## config.mk

```make
export PLATFORM = sky130hd
export DESIGN_NAME = sc_decode_unit
export DESIGN_NICKNAME = d
export VERILOG_FILES = /design/src/rtl/sc_dec_pkg.sv /design/src/rtl/sc_field_decoder.sv /design/src/rtl/sc_check_chain.sv /design/src/rtl/sc_data_packer.sv /design/src/rtl/sc_decode_unit.sv
export SDC_FILE = /design/constraint.sdc
export NUM_CORES = 1
export LEC_CHECK = 0
export BUFFER_PORTS_ARGS = -buffer_cell sky130_fd_sc_hd__buf_2
export CAP_MARGIN = 10
export CORE_ASPECT_RATIO = 1.75
export CORE_MARGIN = 2
export CORE_UTILIZATION = 44
export DETAILED_ROUTE_END_ITERATION = 6
export PLACE_DENSITY = 0.82
export SETUP_SLACK_MARGIN = 0.1
export SKIP_CTS_REPAIR_TIMING = 1
export SYNTH_ARGS = -nofsm -noshare
export SYNTH_HDL_FRONTEND = slang
export SYNTH_SLANG_ARGS = --single-unit
export TNS_END_PERCENT = 50
```

## constraint.sdc

```tcl
create_clock -name clk -period 3.26 [get_ports clk]
set_input_delay 0 -clock clk [delete_from_list [all_inputs] [get_ports clk]]
set_output_delay 0 -clock clk [all_outputs]
set_load 0.1 [all_outputs]
```

## src/rtl/sc_dec_pkg.sv

```systemverilog
package sc_dec_pkg;
    localparam int INSTR_W  = 32;
    localparam int ADDR_W   = 32;
    localparam int WORD_W   = 32;
    localparam int DATA_W   = 2 * WORD_W;
    localparam int DISP_W   = 9;
    localparam int NB_W     = 4;
    localparam int WORD_NB  = WORD_W / 8;
    localparam int PAIR_NB  = DATA_W / 8;

    localparam logic [5:0] MAJOR_OP = 6'b101001;
    localparam logic [3:0] MINOR_OP = 4'b1011;
    localparam logic [1:0] SEL_PLAIN = 2'b01;
    localparam logic [1:0] SEL_EVA   = 2'b10;
    localparam logic [1:0] TAIL_WORD = 2'b00;
    localparam logic [1:0] TAIL_PAIR = 2'b01;

    typedef enum logic [1:0] {
        EXC_NONE = 2'd0,
        EXC_RSVD = 2'd1,
        EXC_COPU = 2'd2,
        EXC_ADST = 2'd3
    } exc_code_e;

    typedef struct packed {
        logic              hit;
        logic              is_pair;
        logic              is_eva;
        logic [ADDR_W-1:0] disp;
        logic [NB_W-1:0]   nbytes;
    } dec_info_t;

    typedef struct packed {
        exc_code_e         code;
        logic [ADDR_W-1:0] addr;
        logic [DATA_W-1:0] data;
        logic [NB_W-1:0]   nbytes;
        logic              eva;
    } sc_result_t;

    function automatic logic [ADDR_W-1:0] sext_disp(input logic [DISP_W-1:0] d);
        return {{(ADDR_W-DISP_W){d[DISP_W-1]}}, d};
    endfunction

    function automatic logic misaligned(input logic [ADDR_W-1:0] a,
                                        input logic [NB_W-1:0] nb);
        logic [ADDR_W-1:0] mask;
        mask = {{(ADDR_W-NB_W){1'b0}}, nb} - 1'b1;
        return (a & mask) != '0;
    endfunction
endpackage

```

## src/rtl/sc_field_decoder.sv

```systemverilog
module sc_field_decoder
    import sc_dec_pkg::*;
(
    input  logic [INSTR_W-1:0] instr,
    output dec_info_t          info
);
    logic       major_ok;
    logic       minor_ok;
    logic       sel_ok;
    logic       tail_word;
    logic       tail_pair;
    logic [DISP_W-1:0] disp_raw;

    always_comb begin
        major_ok  = instr[31:26] == MAJOR_OP;
        minor_ok  = (instr[14:11] == MINOR_OP) && !instr[10];
        sel_ok    = (instr[9:8] == SEL_PLAIN) || (instr[9:8] == SEL_EVA);
        tail_word = instr[1:0] == TAIL_WORD;
        tail_pair = instr[1:0] == TAIL_PAIR;
        disp_raw  = {instr[15], instr[7:2], 2'b00};

        info.hit     = major_ok && minor_ok && sel_ok && (tail_word || tail_pair);
        info.is_pair = tail_pair;
        info.is_eva  = instr[9:8] == SEL_EVA;
        info.disp    = tail_pair ? '0 : sext_disp(disp_raw);
        info.nbytes  = tail_pair ? NB_W'(PAIR_NB) : NB_W'(WORD_NB);
    end
endmodule

```

## src/rtl/sc_check_chain.sv

```systemverilog
module sc_check_chain
    import sc_dec_pkg::*;
(
    input  dec_info_t          info,
    input  logic [ADDR_W-1:0]  addr,
    input  logic               eva_present,
    input  logic               pair_absent,
    input  logic               kernel,
    output exc_code_e          code
);
    localparam int N_CHK = 4;
    logic      [N_CHK-1:0] fail;
    exc_code_e             code_of [N_CHK];

    always_comb begin
        fail[0] = info.is_pair && pair_absent;
        fail[1] = info.is_eva && !eva_present;
        fail[2] = info.is_eva && !kernel;
        fail[3] = misaligned(addr, info.nbytes);
        code_of[0] = EXC_RSVD;
        code_of[1] = EXC_RSVD;
        code_of[2] = EXC_COPU;
        code_of[3] = EXC_ADST;
        code = EXC_NONE;
        for (int i = N_CHK - 1; i >= 0; i--) begin
            if (fail[i]) code = code_of[i];
        end
    end
endmodule

```

## src/rtl/sc_data_packer.sv

```systemverilog
module sc_data_packer
    import sc_dec_pkg::*;
(
    input  logic [WORD_W-1:0] rt_val,
    input  logic [WORD_W-1:0] ru_val,
    input  logic              is_pair,
    input  logic              big_endian,
    output logic [DATA_W-1:0] data
);
    always_comb begin
        if (!is_pair)
            data = {{WORD_W{1'b0}}, rt_val};
        else if (big_endian)
            data = {rt_val, ru_val};
        else
            data = {ru_val, rt_val};
    end
endmodule

```

## src/rtl/sc_decode_unit.sv

```systemverilog
module sc_decode_unit
    import sc_dec_pkg::*;
(
    input  logic                clk,
    input  logic                rst,
    input  logic                in_valid,
    output logic                in_ready,
    input  logic [31:0]         in_instr,
    input  logic [31:0]         in_base,
    input  logic [31:0]         in_rt,
    input  logic [31:0]         in_ru,
    input  logic                cfg_eva_present,
    input  logic                cfg_pair_absent,
    input  logic                cfg_big_endian,
    input  logic                cfg_kernel,
    output logic                out_valid,
    input  logic                out_ready,
    output logic [1:0]          out_exc_code,
    output logic [31:0]         out_addr,
    output logic [63:0]         out_data,
    output logic [3:0]          out_nbytes,
    output logic                out_eva
);
    dec_info_t         info;
    logic [ADDR_W-1:0] eff_addr;
    exc_code_e         code;
    logic [DATA_W-1:0] packed_data;
    sc_result_t        nxt_q;
    sc_result_t        res_q;
    logic              vld_q;

    sc_field_decoder u_dec (
        .instr (in_instr),
        .info  (info)
    );

    assign eff_addr = in_base + info.disp;

    sc_check_chain u_chk (
        .info        (info),
        .addr        (eff_addr),
        .eva_present (cfg_eva_present),
        .pair_absent (cfg_pair_absent),
        .kernel      (cfg_kernel),
        .code        (code)
    );

    sc_data_packer u_pack (
        .rt_val     (in_rt),
        .ru_val     (in_ru),
        .is_pair    (info.is_pair),
        .big_endian (cfg_big_endian),
        .data       (packed_data)
    );

    always_comb begin
        nxt_q.code   = code;
        nxt_q.addr   = eff_addr;
        nxt_q.data   = (code == EXC_NONE) ? packed_data : '0;
        nxt_q.nbytes = info.nbytes;
        nxt_q.eva    = info.is_eva;
    end

    assign in_ready = !vld_q || out_ready;

    always_ff @(posedge clk) begin
        if (rst) begin
            vld_q <= 1'b0;
            res_q <= '0;
        end else if (in_ready) begin
            vld_q <= in_valid && info.hit;
            if (in_valid && info.hit) res_q <= nxt_q;
        end
    end

    assign out_valid    = vld_q;
    assign out_exc_code = res_q.code;
    assign out_addr     = res_q.addr;
    assign out_data     = res_q.data;
    assign out_nbytes   = res_q.nbytes;
    assign out_eva      = res_q.eva;
endmodule

```

==> results.sh <==
export IMPL_crit_type="in2reg"
export IMPL_async_flop_share_pct=0
export IMPL_viasPerCell=5.754
export IMPL_grt_pass1_wl_um=29770
export IMPL_final_util_pct=56.45
export IMPL_drc=0
export IMPL_setup_violations=0
export IMPL_hold_class="in2reg"
export IMPL_path_cells="buf_2 -> nand2b_1 -> and2_1 -> ha_1 -> inv_1 -> fa_1 -> nand2b_1 -> a21o_1 -> a211oi_1 -> o2bb2ai_1 -> mux2i_1 -> or4_1 -> nand3_1"
export IMPL_syn_area_per_cell_um2=8.322
export IMPL_start_kind="primary input"
export IMPL_row_count=56
export IMPL_insertion_delay_ns=0.34
export IMPL_rsz0062_at_grt="no"
export IMPL_worstMarginPinSlew_ns=0.9009
export IMPL_vias=6283
export IMPL_htree_levels=3
export IMPL_dp_hpwl_um=14910
export IMPL_cts_tree="yes"
export IMPL_cts_buffers=9
export IMPL_outcome="complete, no violations"
export IMPL_io_buffers=228
export IMPL_synth_warnings=0
export IMPL_power_leakage_nw=3.224
export IMPL_final_hold_viol_count=0
export IMPL_drv_slew=0
export IMPL_wl_per_cell_um=17.89
export IMPL_cpMostUsedCell="nand2b_1"
export IMPL_synth_cell_types=67
export IMPL_ys_seq_elements=102
export IMPL_clockRootBuffer="clkbuf_16"
export IMPL_finalCritPeriodShare_pct=78.37
export IMPL_drtIter0Drc=254
export IMPL_fmax_ghz=0.3914
export IMPL_first_global_vias=5966
export IMPL_clock_sinks=102
export IMPL_grt_remaining_overflow=0
export IMPL_crit_required_ns=3.54
export IMPL_p_per_area_nw_per_um2=359.8
export IMPL_pin_count=241
export IMPL_routabilityCongestion=0.9557
export IMPL_grt_max_degree=68
export IMPL_antenna_found_initial=2
export IMPL_max_vdd_ir_drop_mv=0.2440
export IMPL_skew_ns=0.01038
export IMPL_grt_total_usage_pct=25.89
export IMPL_design_die_area_um2=14550
export IMPL_worst_path_buf_inv=2
export IMPL_fp_dieH_um=158.1
export IMPL_slew_headroom_pct=38.38
export IMPL_initial_core_util_pct=44.82
export IMPL_nets=1057
export IMPL_core_um2=13310
export IMPL_dr_pass1_iters=7
export IMPL_cts_path_max_buffers=2
export IMPL_cap_viol_max_count=0
export IMPL_period_minus_slack_ns=2.555
export IMPL_chipWidth_um=92.03
export IMPL_synth_edf_count=0
export IMPL_drt_total_wl_um=19530
export IMPL_antenna_left=0
export IMPL_netlist_instances=717
export IMPL_clk_pin_slew_ns=0.07
export IMPL_drive_gt1_share_pct=37.40
export IMPL_crit_family="simple AND/OR/NAND/NOR gates"
export IMPL_ys_flop_type="dfxtp_1"
export IMPL_crit_fanout=7
export IMPL_critical_path_max_stage_delay_ns=0.42
export IMPL_endpoint_kind="register"
export IMPL_ys_seq_area_share_pct=34.22
export IMPL_arrival_ns=2.84
export IMPL_areaGrowthSynthToFinish_pct=25.94
export IMPL_netlist_area_um2=5967
export IMPL_fin_setup_tns_ns=0
export IMPL_crit_slowest_cell="or4_1"
==> worst register-to-register path, delay by kind of cell, from the launching register on <==
kind / cells / cell delay [ns]
simple gates: 4 / 1.12
buf+inv: 1 / 0.41
flops: 1 / 0.32
compound gates: 1 / 0.13
==> metal layers <==
layer,global-route usage [%],wire (um)
met1,25.90,6739
met2,49.65,10740
met3,4.093,1065
met4,15.28,981
met5,0,0
==> flip-flops by register name, indices dropped and copies added, names as in the netlist <==
register,count
out_valid,1
out_eva,1
out_addr,32
out_nbytes,2
out_data,64
out_exc_code,2
==> placed cells by master, fill, tap and decap left out, drive strengths merged, types with 11 or more instances in the layout <==
master    n
nand2    63
dfxtp   102
and2     12
inv      11
mux2     64
nor2     97
a22oi    64
nor4     12
nand3    25
a21oi    35
o21ai    22
nand4    11
xnor2    17
nor3     13
buf     245
==> final cells by class <==
class                   instances  area (um^2)
multi-input cells             544         3626
clock buffers                   9        225.2
well taps                     174        217.7
fillers                      1241         5798
diodes                          1        2.502
clock inverters                 6        53.80
repair buffers                247         1314
inverters                       9        33.78
flip-flops and latches        102         2042
==> metrics by stage <==
step                hold slack, ns  cells  power, mW  instance area [um^2]  worst slack, ns
floorplan                   0.1405    718      1.545                  5971           0.6761
global placement            0.2639   1074      1.695                  7213           0.4311
detailed placement          0.2712   1074      1.699                  7213           0.3711
CTS                       -0.09424   1089      2.719                  7492           0.7274
global route              0.009561   1092      2.807                  7515           0.5710
finish                   0.0001099   1092      2.704                  7515           0.7053
==> power by group <==
group,internal (mW),switching (mW)
sequential,1.24,0.0000203
combinational,0.188,0.244
clock,0.528,0.499
==> cell usage after synthesis, types with 6 or more instances <==
| cell | count | share of area [%] |
|---|---|---|
| nand4_1 | 11 | 1.2 |
| nand2b_1 | 8 | 0.84 |
| nand2_1 | 63 | 4.0 |
| a22oi_2 | 10 | 2.1 |
| nor3_1 | 13 | 1.1 |
| dfxtp_1 | 102 | 34 |
| clkbuf_1 | 48 | 3.0 |
| xnor2_1 | 17 | 2.5 |
| a21oi_1 | 35 | 2.9 |
| a22oi_1 | 54 | 6.8 |
| mux2_2 | 64 | 12 |
| o21ai_0 | 22 | 1.8 |
| buf_2 | 6 | 0.50 |
| nor4_1 | 11 | 1.2 |
| nor2_1 | 97 | 6.1 |
| a31oi_1 | 8 | 0.84 |
| and2_1 | 11 | 1.2 |
| inv_1 | 8 | 0.50 |
| ha_1 | 7 | 1.5 |
| nand3_1 | 25 | 2.1 |
==> final timing paths <==
check,startpoint,to,slack [ns],cells after the start
max,in_instr[1],out_addr[22]$_SDFFE_PP0P_,0.71,13
min,in_base[15],out_addr[15]$_SDFFE_PP0P_,0.0001,3
max reg2reg,out_valid$_SDFFE_PP0P_,out_data[27]$_SDFFE_PP0P_,1.21,6
min reg2reg,out_addr[25]$_SDFFE_PP0P_,out_addr[25]$_SDFFE_PP0P_,0.45,2
==> cell families after synthesis <==
| group | Yosys count | synth area share (%) |
|---|---|---|
| other cells | 1 | 0.06285 |
| fa+ha+maj | 8 | 1.803 |
| flops | 102 | 34.22 |
| xor+xnor | 22 | 3.229 |
| compound gates | 169 | 20.09 |
| mux | 69 | 13.13 |
| buf+inv | 72 | 5.242 |
| simple gates | 274 | 22.23 |
Note: power is estimated with default switching activity, not from simulation.
